--- config.mk ---
export PLATFORM = sky130hd
export DESIGN_NAME = bus_grant_arbiter
export DESIGN_NICKNAME = d
export VERILOG_FILES = /design/src/rtl/bga_pkg.sv /design/src/rtl/bga_pick.sv /design/src/rtl/bga_timer.sv /design/src/rtl/bus_grant_arbiter.sv
export SDC_FILE = /design/constraint.sdc
export NUM_CORES = 1
export LEC_CHECK = 0
export BUFFER_PORTS_ARGS = -buffer_cell sky130_fd_sc_hd__buf_2
export CAP_MARGIN = 20
export CORE_MARGIN = 2
export CORE_UTILIZATION = 51
export DETAILED_ROUTE_END_ITERATION = 16
export PLACE_DENSITY_LB_ADDON = 0.15
export SETUP_SLACK_MARGIN = 0.4
export SYNTH_ARGS = -nofsm -noshare
export SYNTH_HDL_FRONTEND = slang
export SYNTH_SLANG_ARGS = --single-unit
export TNS_END_PERCENT = 50
--- constraint.sdc ---
create_clock -name clk -period 3.8 [get_ports clk]
set_input_delay 0.57 -clock clk [delete_from_list [all_inputs] [get_ports clk]]
set_output_delay 0.57 -clock clk [all_outputs]
set_load 0.02 [all_outputs]
--- src/rtl/bga_pkg.sv ---
package bga_pkg;

    localparam int NUM_LVL  = 4;   // interrupt request levels served
    localparam int LVL_BASE = 4;   // priority number of the lowest level
    localparam int PRI_W    = 3;   // width of the processor priority input

    typedef enum logic [1:0] {
        ST_IDLE,      // free to pick the next master
        ST_OFFER,     // a grant is up, waiting for acknowledge
        ST_HANDOFF    // acknowledged, waiting for takeover of the bus
    } arb_state_e;

    typedef struct packed {
        logic               dma;
        logic [NUM_LVL-1:0] lvl;
    } grant_t;

    function automatic logic any_grant(grant_t g);
        return g.dma | (|g.lvl);
    endfunction

    function automatic logic level_eligible(int idx, logic [PRI_W-1:0] cur);
        return (LVL_BASE + idx) > int'(cur);
    endfunction

endpackage

--- src/rtl/bga_pick.sv ---
module bga_pick
    import bga_pkg::*;
(
    input  logic [NUM_LVL-1:0] irq,
    input  logic               dma,
    input  logic [PRI_W-1:0]   cur_pri,
    output grant_t             pick
);

    logic [NUM_LVL-1:0] elig;

    for (genvar i = 0; i < NUM_LVL; i++) begin : g_elig
        assign elig[i] = irq[i] && level_eligible(i, cur_pri);
    end

    // DMA first; otherwise the last eligible level in ascending order wins.
    always_comb begin
        pick = '0;
        if (dma) begin
            pick.dma = 1'b1;
        end else begin
            for (int k = 0; k < NUM_LVL; k++) begin
                if (elig[k]) begin
                    pick.lvl    = '0;
                    pick.lvl[k] = 1'b1;
                end
            end
        end
    end

endmodule

--- src/rtl/bga_timer.sv ---
module bga_timer #(
    parameter int TMO_W = 8
) (
    input  logic             clk,
    input  logic             rst,
    input  logic             clr,
    input  logic             en,
    input  logic [TMO_W-1:0] lim,
    output logic             expire
);

    logic [TMO_W-1:0] cnt_q;
    logic [TMO_W:0]   cnt_nxt;

    assign cnt_nxt = {1'b0, cnt_q} + 1'b1;
    assign expire  = cnt_nxt >= {1'b0, lim};

    always_ff @(posedge clk) begin
        if (rst || clr) begin
            cnt_q <= '0;
        end else if (en) begin
            cnt_q <= cnt_q + 1'b1;
        end
    end


    cnt_in_range_chk: assert property (@(posedge clk) disable iff (rst)
        (!clr && lim != '0) |-> (cnt_q < lim));


    no_count_past_expiry_chk: assert property (@(posedge clk) disable iff (rst)
        expire |-> !en);

endmodule

--- src/rtl/bus_grant_arbiter.sv ---
module bus_grant_arbiter
    import bga_pkg::*;
#(
    parameter int TMO_W = 8
) (
    input  logic               clk,
    input  logic               rst,
    input  logic [NUM_LVL-1:0] req_lvl_n,
    input  logic               req_dma_n,
    input  logic               sel_ack_n,
    input  logic               busy_n,
    input  logic [PRI_W-1:0]   cpu_pri,
    input  logic [TMO_W-1:0]   ack_limit,
    output logic [NUM_LVL-1:0] grant_lvl,
    output logic               grant_dma
);

    arb_state_e         st_q, st_d;
    grant_t             gr_q, gr_d;
    grant_t             winner;
    logic [NUM_LVL-1:0] irq_act;
    logic               dma_act;
    logic               ack, busy;
    logic               tmr_clr, tmr_en, tmr_expire;

    assign irq_act = ~req_lvl_n;
    assign dma_act = ~req_dma_n;
    assign ack     = ~sel_ack_n;
    assign busy    = ~busy_n;

    bga_pick u_pick (
        .irq     (irq_act),
        .dma     (dma_act),
        .cur_pri (cpu_pri),
        .pick    (winner)
    );

    bga_timer #(.TMO_W(TMO_W)) u_timer (
        .clk    (clk),
        .rst    (rst),
        .clr    (tmr_clr),
        .en     (tmr_en),
        .lim    (ack_limit),
        .expire (tmr_expire)
    );

    always_comb begin
        st_d    = st_q;
        gr_d    = gr_q;
        tmr_clr = 1'b0;
        tmr_en  = 1'b0;
        case (st_q)
            ST_IDLE: begin
                tmr_clr = 1'b1;
                if (!ack && any_grant(winner)) begin
                    st_d = ST_OFFER;
                    gr_d = winner;
                end
            end
            ST_OFFER: begin
                if (ack) begin
                    st_d    = ST_HANDOFF;
                    gr_d    = '0;
                    tmr_clr = 1'b1;
                end else if (tmr_expire) begin
                    st_d = ST_IDLE;
                    gr_d = '0;
                end else begin
                    tmr_en = 1'b1;
                end
            end
            ST_HANDOFF: begin
                if (!ack && busy) begin
                    st_d = ST_IDLE;
                end else if (tmr_expire) begin
                    st_d = ST_IDLE;
                end else begin
                    tmr_en = 1'b1;
                end
            end
            default: begin
                st_d = ST_IDLE;
                gr_d = '0;
            end
        endcase
    end

    always_ff @(posedge clk) begin
        if (rst) begin
            st_q <= ST_IDLE;
            gr_q <= '0;
        end else begin
            st_q <= st_d;
            gr_q <= gr_d;
        end
    end

    assign grant_lvl = gr_q.lvl;
    assign grant_dma = gr_q.dma;

    logic [NUM_LVL:0] gvec;
    assign gvec = {grant_dma, grant_lvl};


    grant_onehot_chk: assert property (@(posedge clk) disable iff (rst)
        $onehot0(gvec));


    ack_drop_chk: assert property (@(posedge clk) disable iff (rst)
        (gvec != '0 && !sel_ack_n) |=> (gvec == '0));


    dma_first_chk: assert property (@(posedge clk) disable iff (rst)
        (grant_lvl != '0 && $past(gvec) == '0) |-> $past(req_dma_n));


    no_grant_in_ack_chk: assert property (@(posedge clk) disable iff (rst)
        (gvec != '0 && $past(gvec) == '0) |-> $past(sel_ack_n));


    grant_hold_chk: assert property (@(posedge clk) disable iff (rst)
        (gvec != '0 && $past(gvec) != '0) |-> (gvec == $past(gvec)));

    for (genvar i = 0; i < NUM_LVL; i++) begin : g_lvl_chk

        lvl_above_chk: assert property (@(posedge clk) disable iff (rst)
            (grant_lvl[i] && !$past(grant_lvl[i]))
                |-> (!$past(req_lvl_n[i]) && ((LVL_BASE + i) > int'($past(cpu_pri)))));
    end

endmodule

==> results_dict.tcl <==
set metrics [dict create \
    status "finished, final reports clean" \
    period_share 0.7884 \
    crit_slowest_cell "a2111o_1" \
    power.share.clock 0.281 \
    pin_count 25 \
    final_hold_viol_count 0 \
    crit_path_cell_trace "ha_1 > nand3_1 > nor2_1 > xor2_1 > ha_1 > and3_4 > and3_4 > a2111o_1 > o211a_1 > mux2i_1" \
    p_int_uw 233.1 \
    worstMarginPinSlew_ns 0.8934 \
    port_buffers 24 \
    path_buf_inv 0 \
    setup_viol 0 \
    diodes 0 \
    synth_area_leaders "dfxtp_1 (25%), ha_1 (14%), mux2i_1 (8.4%)" \
    hold_path.class "register to register" \
    grt_util_all_layers 0.1970 \
    antenna_found_initial 0 \
    synthFlopType "dfxtp_1" \
    required_ns 3.96 \
    cts.path.max_buffers 2 \
    htreeDepth 1 \
    die_area_um2 2730 \
    pwr-share-seq 0.506 \
    fin_util 0.6148 \
    insertion_delay_ns 0.28 \
    period_needed_ns 2.996 \
    synth_edf_count 0 \
    yosys.area.top_type "dfxtp_1" \
    die_h_um 52.25 \
    drt-total-wl_mm 2.303 \
    cts-buffers-inserted 3 \
    synth.distinct_cells 35 \
    yosys.area.top_type_share 0.2529 \
    yosysWarnings 0 \
    finalSetupTns_ns 0 \
    multi_input_area_um2 837.1 \
    synth_seq_area_share 0.2529 \
    grt_pass1_wl_mm 4.029 \
    synth.net_count 178 \
    grt.overflow.total 0 \
    cts.sinks 15 \
    crit_family "compound AO/OA/AOI/OAI gates" \
    slew_violations 0 \
    nNetsFinal 205 \
    ff_latch_area_um2 300.3 \
    cts_root_buf "clkbuf_4" \
    fp-row-count 17 \
    combinationalPowerShare 0.212 \
    start_util 0.5368 \
    clk_pin_slew_ns 0.09 \
    post_cts_resized 0 \
    drv_cap 0 \
    post_cts_buffers 0 \
    drt_iter0_drc 10 \
    postSynthAreaPerCell_um2 8.189 \
    place_hpwl_mm 1.868 \
    critPathMaxStageDelay_ns 0.53 \
    n_fill_cell 220 \
    switching_power_uw 88.88 \
    dr.pass1.iters 4 \
    cp.arrival_ns 3.16 \
    synth-seq-cells 15 \
    path_max_fanout 9 \
    fmax_mhz 333.8 \
    async_flop_share 0 \
    syn_to_final_growth_pct 14.54 \
    hold_buffers 0 \
    syn_inst 145 \
    rsz0062_at_grt "false" \
    power.leakage_nw 0.6651 \
    path_class "register to register" \
    gp_congestion 0.8440 \
    via_per_inst 5.337 \
    synthesis.area_um2 1187 \
    cp-end-kind "register" \
    relSlewSlack 0.3998 \
    drc_errors 0 \
    peakVddDrop_mv 0.2117 \
    postRouteAntennaNets 0 \
    grt_pass1_vias 1011 \
    power_density_nw_per_um2 236.7 \
    cp-start-kind "register" \
    finClkSkew_ns 0.01031 \
    drive_above_1_share 0.1871 \
    switching_share 0.2761 \
    tritoncts "yes" \
    die_w_um 52.25 \
    fp.coreArea_um2 2212 \
    drt-wirelength-per-cell_um 11.57 \
    synth_common_cells "dfxtp_1 (15), nand2_1 (15), ha_1 (13)" \
    num_vias 1062 \
    grt_start_max_net_pins 13 \
    finalPower_uw 322.0 \
]
kinds of logic after synthesis:
| family | synth area share |
|---|---|
| buffers and inverters | 0.04214 |
| XOR/XNOR | 0.04426 |
| AO/OA/AOI/OAI | 0.1528 |
| adder cells (fa/ha/maj) | 0.1370 |
| AND/OR/NAND/NOR | 0.2866 |
| multiplexers | 0.08430 |
| flip-flops | 0.2529 |
worst reg2reg max path, stage by stage (launching register included):
cell and delay (ns):
dfxtp_1 0.42, ha_1 0.23, nand3_1 0.17, nor2_1 0.21, xor2_1 0.17, ha_1 0.27
and3_4 0.18, and3_4 0.18, a2111o_1 0.53, o211a_1 0.36, mux2i_1 0.16
layout make-up:
cell class / instances / area share
Tap cell: 28 / 0.02576
Inverter: 11 / 0.03036
Timing Repair Buffer: 24 / 0.08832
Clock buffer: 4 / 0.01932
Sequential cell: 15 / 0.2208
Multi-Input combinational cell: 117 / 0.6155
path summary, 6_finish.rpt:
kind	startpoint	to	slack [ns]	cells after the start
setup / recovery	u_timer.cnt_q[0]$_SDFFE_PP0P_	grant_lvl[3]$_SDFFE_PP0P_	0.80	10
hold / removal	grant_lvl[1]$_SDFFE_PP0P_	grant_lvl[1]$_SDFFE_PP0P_	0.49	2
setup reg to reg	u_timer.cnt_q[0]$_SDFFE_PP0P_	grant_lvl[3]$_SDFFE_PP0P_	0.80	10
hold reg to reg	grant_lvl[1]$_SDFFE_PP0P_	grant_lvl[1]$_SDFFE_PP0P_	0.49	2
power by group through the flow:
stage / clock, mW / combinational (mW) / sequential (mW)
after floorplan: 0 / 0.0443 / 0.169
after global placement: 0 / 0.0661 / 0.167
after detailed placement: 0 / 0.0680 / 0.167
after CTS: 0.0938 / 0.0687 / 0.163
after global routing: 0.102 / 0.0774 / 0.164
final: 0.0905 / 0.0684 / 0.163
per-layer routing:
layer,share of wire,global-route usage,vias to the layer above
met3,0.042,0.02857,2
met4,0.0074,0.09829,0
met5,0,0,-
li1,-,-,565
met1,0.44,0.2212,469
met2,0.51,0.3586,26
per-stage QoR:
step | cell area [um2] | setup WS, ns | std cells | hold slack [ns]
floorplan | 1187 | 1.067 | 145 | 0.4705
global placement | 1334 | 0.9351 | 195 | 0.4575
detailed placement | 1334 | 0.8146 | 195 | 0.4687
CTS | 1360 | 0.7963 | 199 | 0.4867
global route | 1360 | 0.5410 | 199 | 0.5211
finish | 1360 | 0.8042 | 199 | 0.4861
layout by cell type (no fill, tap or decap), types with 2 or more instances in the layout:
cell	Yosys	routed
nor3_1	3	3
o21ai_0	4	4
nor2_1	5	5
or3_1	2	2
a2111o_1	2	2
a21boi_0	2	2
clkbuf_4	0	3
o311ai_1	2	2
inv_1	11	11
nor2b_1	4	4
a21o_1	2	2
nand2b_1	12	12
dfxtp_1	15	15
buf_2	1	24
nand2_1	15	15
and3_4	2	2
a21oi_1	9	9
xor2_1	4	4
mux2i_1	10	10
o31ai_1	2	2
ha_1	13	13
nand3_1	10	10
xnor2_1	2	2
flip-flops by register name (all words and copies together), names as in the netlist:
register	cells
grant_dma	1
grant_lvl	4
u_timer.cnt_q	8
st_q	2
Note: power is estimated with default switching activity, not from simulation.
